`src/rtl/stripe_gather_pkg.sv`:
```
package stripe_gather_pkg;

    // Per-lane assembly state: no partial word held, or a word partly collected
    typedef enum logic [0:0] {
        LN_IDLE   = 1'b0,
        LN_GATHER = 1'b1
    } lane_state_e;

endpackage

```
`src/rtl/lane_assembler.sv`:
```
module lane_assembler
    import stripe_gather_pkg::*;
#(
    parameter int BYTE_W = 8,
    parameter int SLOTS  = 4
) (
    input  logic                     clk,
    input  logic                     rst_n,
    input  logic                     i_vld,
    input  logic                     i_sow,
    input  logic [BYTE_W-1:0]        i_byte,
    input  logic                     i_take,
    output logic [BYTE_W*SLOTS-1:0]  o_word,
    output logic                     o_full,
    output logic                     o_done
);

    localparam int WORD_W = BYTE_W * SLOTS;
    localparam int CNT_W  = (SLOTS > 1) ? $clog2(SLOTS) : 1;
    localparam logic [CNT_W-1:0] LAST_SLOT = CNT_W'(SLOTS - 1);

    lane_state_e        state_q, state_d;
    logic [CNT_W-1:0]   cnt_q, cnt_d;
    logic [WORD_W-1:0]  acc_q, acc_d;
    logic [WORD_W-1:0]  hold_q;
    logic               full_q;
    logic [CNT_W-1:0]   slot;
    logic               grab;
    logic               done;

    // A start marker always targets slot 0; otherwise the running count
    assign slot = i_sow ? '0 : cnt_q;

    always_comb begin
        grab = 1'b0;
        unique case (state_q)
            LN_IDLE:   grab = i_vld && i_sow;   // open
            LN_GATHER: grab = i_vld;            // append or restart
        endcase
    end

    always_comb begin
        state_d = state_q;
        cnt_d   = cnt_q;
        acc_d   = acc_q;
        done    = 1'b0;
        if (grab) begin
            acc_d[int'(slot)*BYTE_W +: BYTE_W] = i_byte;
            if (slot == LAST_SLOT) begin
                done    = 1'b1;                 // complete
                state_d = LN_IDLE;
                cnt_d   = '0;
            end else begin
                state_d = LN_GATHER;
                cnt_d   = slot + CNT_W'(1);
            end
        end
    end

    // State register process
    always_ff @(posedge clk or negedge rst_n) begin
        if (!rst_n) begin
            state_q <= LN_IDLE;
            cnt_q   <= '0;
            acc_q   <= '0;
        end else begin
            state_q <= state_d;
            cnt_q   <= cnt_d;
            acc_q   <= acc_d;
        end
    end

    // Output process: completed word waits here until the arbiter takes it
    always_ff @(posedge clk or negedge rst_n) begin
        if (!rst_n) begin
            hold_q <= '0;
            full_q <= 1'b0;
        end else if (done) begin
            hold_q <= acc_d;
            full_q <= 1'b1;
        end else if (i_take) begin
            full_q <= 1'b0;
        end
    end

    assign o_word = hold_q;
    assign o_full = full_q;
    assign o_done = done;

endmodule

```
`src/rtl/rotation_arbiter.sv`:
```
module rotation_arbiter #(
    parameter int LANES  = 4,
    parameter int WORD_W = 32,
    parameter int PTR_W  = (LANES > 1) ? $clog2(LANES) : 1
) (
    input  logic                    clk,
    input  logic                    rst_n,
    input  logic [LANES-1:0]        i_full,
    input  logic [LANES*WORD_W-1:0] i_words,
    output logic [LANES-1:0]        o_take,
    output logic [PTR_W-1:0]        o_ptr,
    output logic [WORD_W-1:0]       o_word,
    output logic                    o_vld
);

    localparam logic [PTR_W-1:0] LAST_LANE = PTR_W'(LANES - 1);

    logic [PTR_W-1:0] ptr_q, ptr_d;
    logic             hit;

    assign hit    = i_full[ptr_q];
    assign o_take = hit ? (LANES'(1) << ptr_q) : '0;
    assign ptr_d  = (ptr_q == LAST_LANE) ? '0 : ptr_q + PTR_W'(1);

    // Pointer register: moves every clock, taken or not
    always_ff @(posedge clk or negedge rst_n) begin
        if (!rst_n) ptr_q <= '0;
        else        ptr_q <= ptr_d;
    end

    // Output register: one strobe per drained word
    always_ff @(posedge clk or negedge rst_n) begin
        if (!rst_n) begin
            o_vld  <= 1'b0;
            o_word <= '0;
        end else begin
            o_vld <= hit;
            if (hit) o_word <= i_words[int'(ptr_q)*WORD_W +: WORD_W];
        end
    end

    assign o_ptr = ptr_q;

endmodule

```
`src/rtl/stripe_gather.sv`:
```
module stripe_gather #(
    parameter int LANES      = 4,
    parameter int BYTE_W     = 8,
    parameter int WORD_BYTES = 4
) (
    input  logic                     clk,
    input  logic                     rst_n,
    input  logic [LANES*BYTE_W-1:0]  i_lane_data,
    input  logic [LANES-1:0]         i_lane_vld,
    input  logic [LANES-1:0]         i_lane_sow,
    output logic [BYTE_W*WORD_BYTES-1:0] o_word,
    output logic                     o_vld
);

    localparam int WORD_W = BYTE_W * WORD_BYTES;
    localparam int PTR_W  = (LANES > 1) ? $clog2(LANES) : 1;

    logic [LANES-1:0]        full_vec;
    logic [LANES-1:0]        done_vec;
    logic [LANES-1:0]        take_vec;
    logic [LANES*WORD_W-1:0] lane_words;
    logic [PTR_W-1:0]        lane_ptr;

    for (genvar g = 0; g < LANES; g++) begin : g_lane
        lane_assembler #(
            .BYTE_W (BYTE_W),
            .SLOTS  (WORD_BYTES)
        ) u_lane (
            .clk    (clk),
            .rst_n  (rst_n),
            .i_vld  (i_lane_vld[g]),
            .i_sow  (i_lane_sow[g]),
            .i_byte (i_lane_data[g*BYTE_W +: BYTE_W]),
            .i_take (take_vec[g]),
            .o_word (lane_words[g*WORD_W +: WORD_W]),
            .o_full (full_vec[g]),
            .o_done (done_vec[g])
        );
    end

    rotation_arbiter #(
        .LANES  (LANES),
        .WORD_W (WORD_W),
        .PTR_W  (PTR_W)
    ) u_arb (
        .clk     (clk),
        .rst_n   (rst_n),
        .i_full  (full_vec),
        .i_words (lane_words),
        .o_take  (take_vec),
        .o_ptr   (lane_ptr),
        .o_word  (o_word),
        .o_vld   (o_vld)
    );

endmodule

```
`config.mk`:
```
export PLATFORM = sky130hd
export DESIGN_NAME = stripe_gather
export DESIGN_NICKNAME = d
export VERILOG_FILES = /design/src/rtl/stripe_gather_pkg.sv /design/src/rtl/lane_assembler.sv /design/src/rtl/rotation_arbiter.sv /design/src/rtl/stripe_gather.sv
export SDC_FILE = /design/constraint.sdc
export NUM_CORES = 1
export LEC_CHECK = 0
export CAP_MARGIN = 15
export CELL_PAD_IN_SITES_DETAIL_PLACEMENT = 0
export CELL_PAD_IN_SITES_GLOBAL_PLACEMENT = 2
export CORE_MARGIN = 3
export CORE_UTILIZATION = 38
export CTS_BUF_LIST = sky130_fd_sc_hd__clkbuf_8 sky130_fd_sc_hd__clkbuf_16
export CTS_CLUSTER_DIAMETER = 50
export DETAILED_ROUTE_END_ITERATION = 16
export DONT_BUFFER_PORTS = 1
export PLACE_DENSITY_LB_ADDON = 0.1
export SLEW_MARGIN = 20
export SYNTH_ARGS = -nofsm -noshare
export SYNTH_HDL_FRONTEND = slang
export SYNTH_SLANG_ARGS = --single-unit
```
`constraint.sdc`:
```
create_clock -name clk -period 3.85 [get_ports clk]
set_input_delay 0.385 -clock clk [delete_from_list [all_inputs] [get_ports clk]]
set_output_delay 0.385 -clock clk [all_outputs]
set_load 0.01 [all_outputs]
```
==> impl_metrics.tcl <==
set metrics [dict create \
    status "finished, violations left" \
    violations "hold timing" \
    placed_area_mm2 0.0137 \
    dieWidth_um 194 \
    critPathMaxStageDelay_ns 0.83 \
    syn_area_per_cell_um2 10.9 \
    drc 0 \
    path_max_fanout 20 \
    reg2reg_from "g_lane[1].u_lane.cnt_q[0]" \
    finalSetupViolCount 0 \
    yosysTopAreaCellShare_pct 57.5 \
    reg2reg_depth 5 \
    fin_skew_ns 0.0107 \
    ant_nets 0 \
    drtIter0Drc 772 \
    post_drt_wl_per_cell_um 22.8 \
    initial_utilization_pct 38.6 \
    dp_slack_ns 1.08 \
    clk_latency_ns 0.55 \
    hpwl_mm 26.4 \
    p_leak_uw 0.00741 \
    core_area_mm2 0.0346 \
    antenna_found_initial 8 \
    synth-seq-cells 307 \
    synth.distinct_cells 38 \
    synth.cell_area_mm2 0.0134 \
    drt_first_pass_iters 5 \
    synth_cells 1221 \
    cts_root_buf "clkbuf_16" \
    yosys.area.top_type "dfrtp_1" \
    slew_viol_final 0 \
    io_buffer_count 0 \
    grt_usage_pct 21.3 \
    setup.worst_path.start "g_lane[1].u_lane.cnt_q[0]" \
    cts_tree "done" \
    power_density_mw_per_mm2 752 \
    ff2ff_setup_slack_ns 1.12 \
    ys_top_cells_by_area "dfrtp_1 58%, nand2_1 7.2%, a31oi_1 6.2%, mux4_2 4.4%, nor2_1 3.7%" \
    p_sw_uw 3680 \
    p_int_uw 8030 \
    die-area_mm2 0.0374 \
    power.share.clock_pct 33.9 \
    fin_cells 1733 \
    dp.cells 1619 \
    numCtsBuffers 41 \
    slew_headroom_pct 29.6 \
    cp-end-kind "flip-flop" \
    grt_pass1_vias 9449 \
    area_growth_pct 16.5 \
    hp-class "in -> async" \
    critPathCapture "g_lane[1].u_lane.o_word[16]" \
    synth_edf_count 0 \
    synth_commonest_cells "307 x dfrtp_1, 256 x nand2_1, 133 x nor2_1, 132 x a31oi_1" \
    slowest_stage "nor3b_1" \
    worst_slew_pin_slew_ns 1.06 \
    crit_chain "nand2b_1, ha_1, nor3b_1, nand4_1, a31oi_1" \
    grt_pass1_wl_mm 61.0 \
    fin_crit_ns 2.73 \
    gp_congestion 0.752 \
    cts.sinks 307 \
    synthArstFlopShare_pct 100 \
    max_freq_mhz 366 \
    fin_setup_tns_ns 0 \
    max-clock-path-buffers 3 \
    num_io_pins 75 \
    syn-num-nets 1291 \
    finalHoldViolCount 307 \
    synth_ff_type "dfrtp_1" \
    htreeDepth 2 \
    fin_nets 1317 \
    die_height_um 194 \
    yosysWarnings 0 \
    num_antenna_cells 0 \
    fill_cells 3294 \
    ir_drop_v 0.000383 \
    final_cell_area_mm2 0.0156 \
    vias 9545 \
    finalCritPeriodShare_pct 70.9 \
    maxCapViolCount 0 \
    combPwrFrac_pct 19.7 \
    hold_buffers 40 \
    holdWs_ns -0.456 \
    crit_arrival_ns 3.19 \
    drt-total-wl_mm 39.5 \
    viasPerCell 5.51 \
    critPathRequiredTime_ns 4.31 \
    seq_power_share_pct 46.4 \
    p_sw_share_pct 31.4 \
    r2r_end "g_lane[1].u_lane.o_word[16]" \
    drive_above_1_share_pct 12.2 \
    yosysMostFrequentCell "dfrtp_1" \
    clk_pin_slew_ns 0.06 \
    critical_path_class "reg -> reg" \
    grt_overflow 0 \
    startpoint_type "flip-flop" \
    num_rows 68 \
    grt_max_degree 308 \
    rsz0062_at_grt "no" \
    seq_area_frac_synth_pct 57.5 \
    setup_slack_ns 1.12 \
]
-- cell families after synthesis --
kind of cell / count (synthesis) / synth area share [%]
multiplexers: 72 / 9.31
adder cells (fa/ha/maj): 28 / 2.62
flip-flops: 307 / 57.5
buffers and inverters: 81 / 2.80
AO/OA/AOI/OAI: 189 / 9.60
AND/OR/NAND/NOR: 544 / 18.2
-- power by group through the flow --
stage          clock, uW  combinational (uW)  sequential (uW)
3_3_place_gp           0                2230             5470
5_1_grt             4220                2610             5560
3_5_place_dp           0                2250             5500
6_report            3960                2310             5430
4_1_cts             4070                2330             5460
2_1_floorplan          0                1900             4850
-- flip-flops by register name, indices dropped and copies added (netlist names) --
name / count
u_arb.o_ptr: 2
u_arb.o_word: 32
u_arb.o_vld: 1
g_lane.u_lane.acc_q: 128
g_lane.u_lane.state_q: 4
g_lane.u_lane.cnt_q: 8
g_lane.u_lane.o_full: 4
g_lane.u_lane.o_word: 128
-- timing repair --
item	CTS	global route
endpoints found under the hold margin	439	307
resized for setup	0	0
buffers inserted	0	0
-- per-stage QoR --
step / power [uW] / util, %
global route: 12400 / 45.0
detailed placement: 7750 / 39.6
floorplan: 6740 / -
CTS: 11900 / 45.0
global placement: 7700 / 39.6
finish: 11700 / 45.0
-- placed cells by master (no fill, tap or decap), drive strengths merged, types with 4 or more instances in the layout --
cell and count:
ha 28, nor2 133, a21oi 9, o211a 20, nor3b 5, buf 12, mux2 37, nor4bb 4
clkbuf 51, o211ai 18, nand2b 8, clkinv 7, nand4 64, nand3 64, nor4b 4, dfrtp 307
dlygate4sd3 40, inv 21, mux4 32, a31oi 132, bufinv 5, nand2 256, o21a 4
-- final cells by class --
class                   instances  area (um^2)  area share [%]
clock buffers                  51         1190            7.62
well taps                     455          569            3.66
clock inverters                23          251            1.62
repair buffers                 52          528            3.39
inverters                      12         45.0           0.289
multi-input cells             833         5300            34.1
flip-flops and latches        307         7680            49.4
-- per-layer routing --
layer | vias up | global-route usage [%] | routed length, um
met5 | - | 0 | 13
met4 | 2 | 4.88 | 677
met3 | 47 | 4.81 | 2150
met2 | 210 | 33.2 | 18500
met1 | 4820 | 30.7 | 18200
li1 | 4466 | - | -
-- worst max-delay path: cells and delay by family (launching register included) --
family	cells	cell delay (ns)
and+or+nand+nor	3	1.50
adders and majority gates	1	0.55
DFF	1	0.38
AOI/OAI and AO/OA	1	0.21
-- worst min-delay path by stage --
stage                from                           to  slack [ns]
finish              rst_n   g_lane[0].u_lane.acc_q[14]       -0.46
global route        rst_n   g_lane[0].u_lane.acc_q[13]       -0.49
CTS                 rst_n   g_lane[0].u_lane.acc_q[14]       -0.49
floorplan           rst_n    g_lane[0].u_lane.acc_q[0]        0.09
detailed placement  rst_n   g_lane[0].u_lane.acc_q[14]        0.10
global placement    rst_n  g_lane[0].u_lane.o_word[14]        0.10
Note: power is estimated with default switching activity, not from simulation.
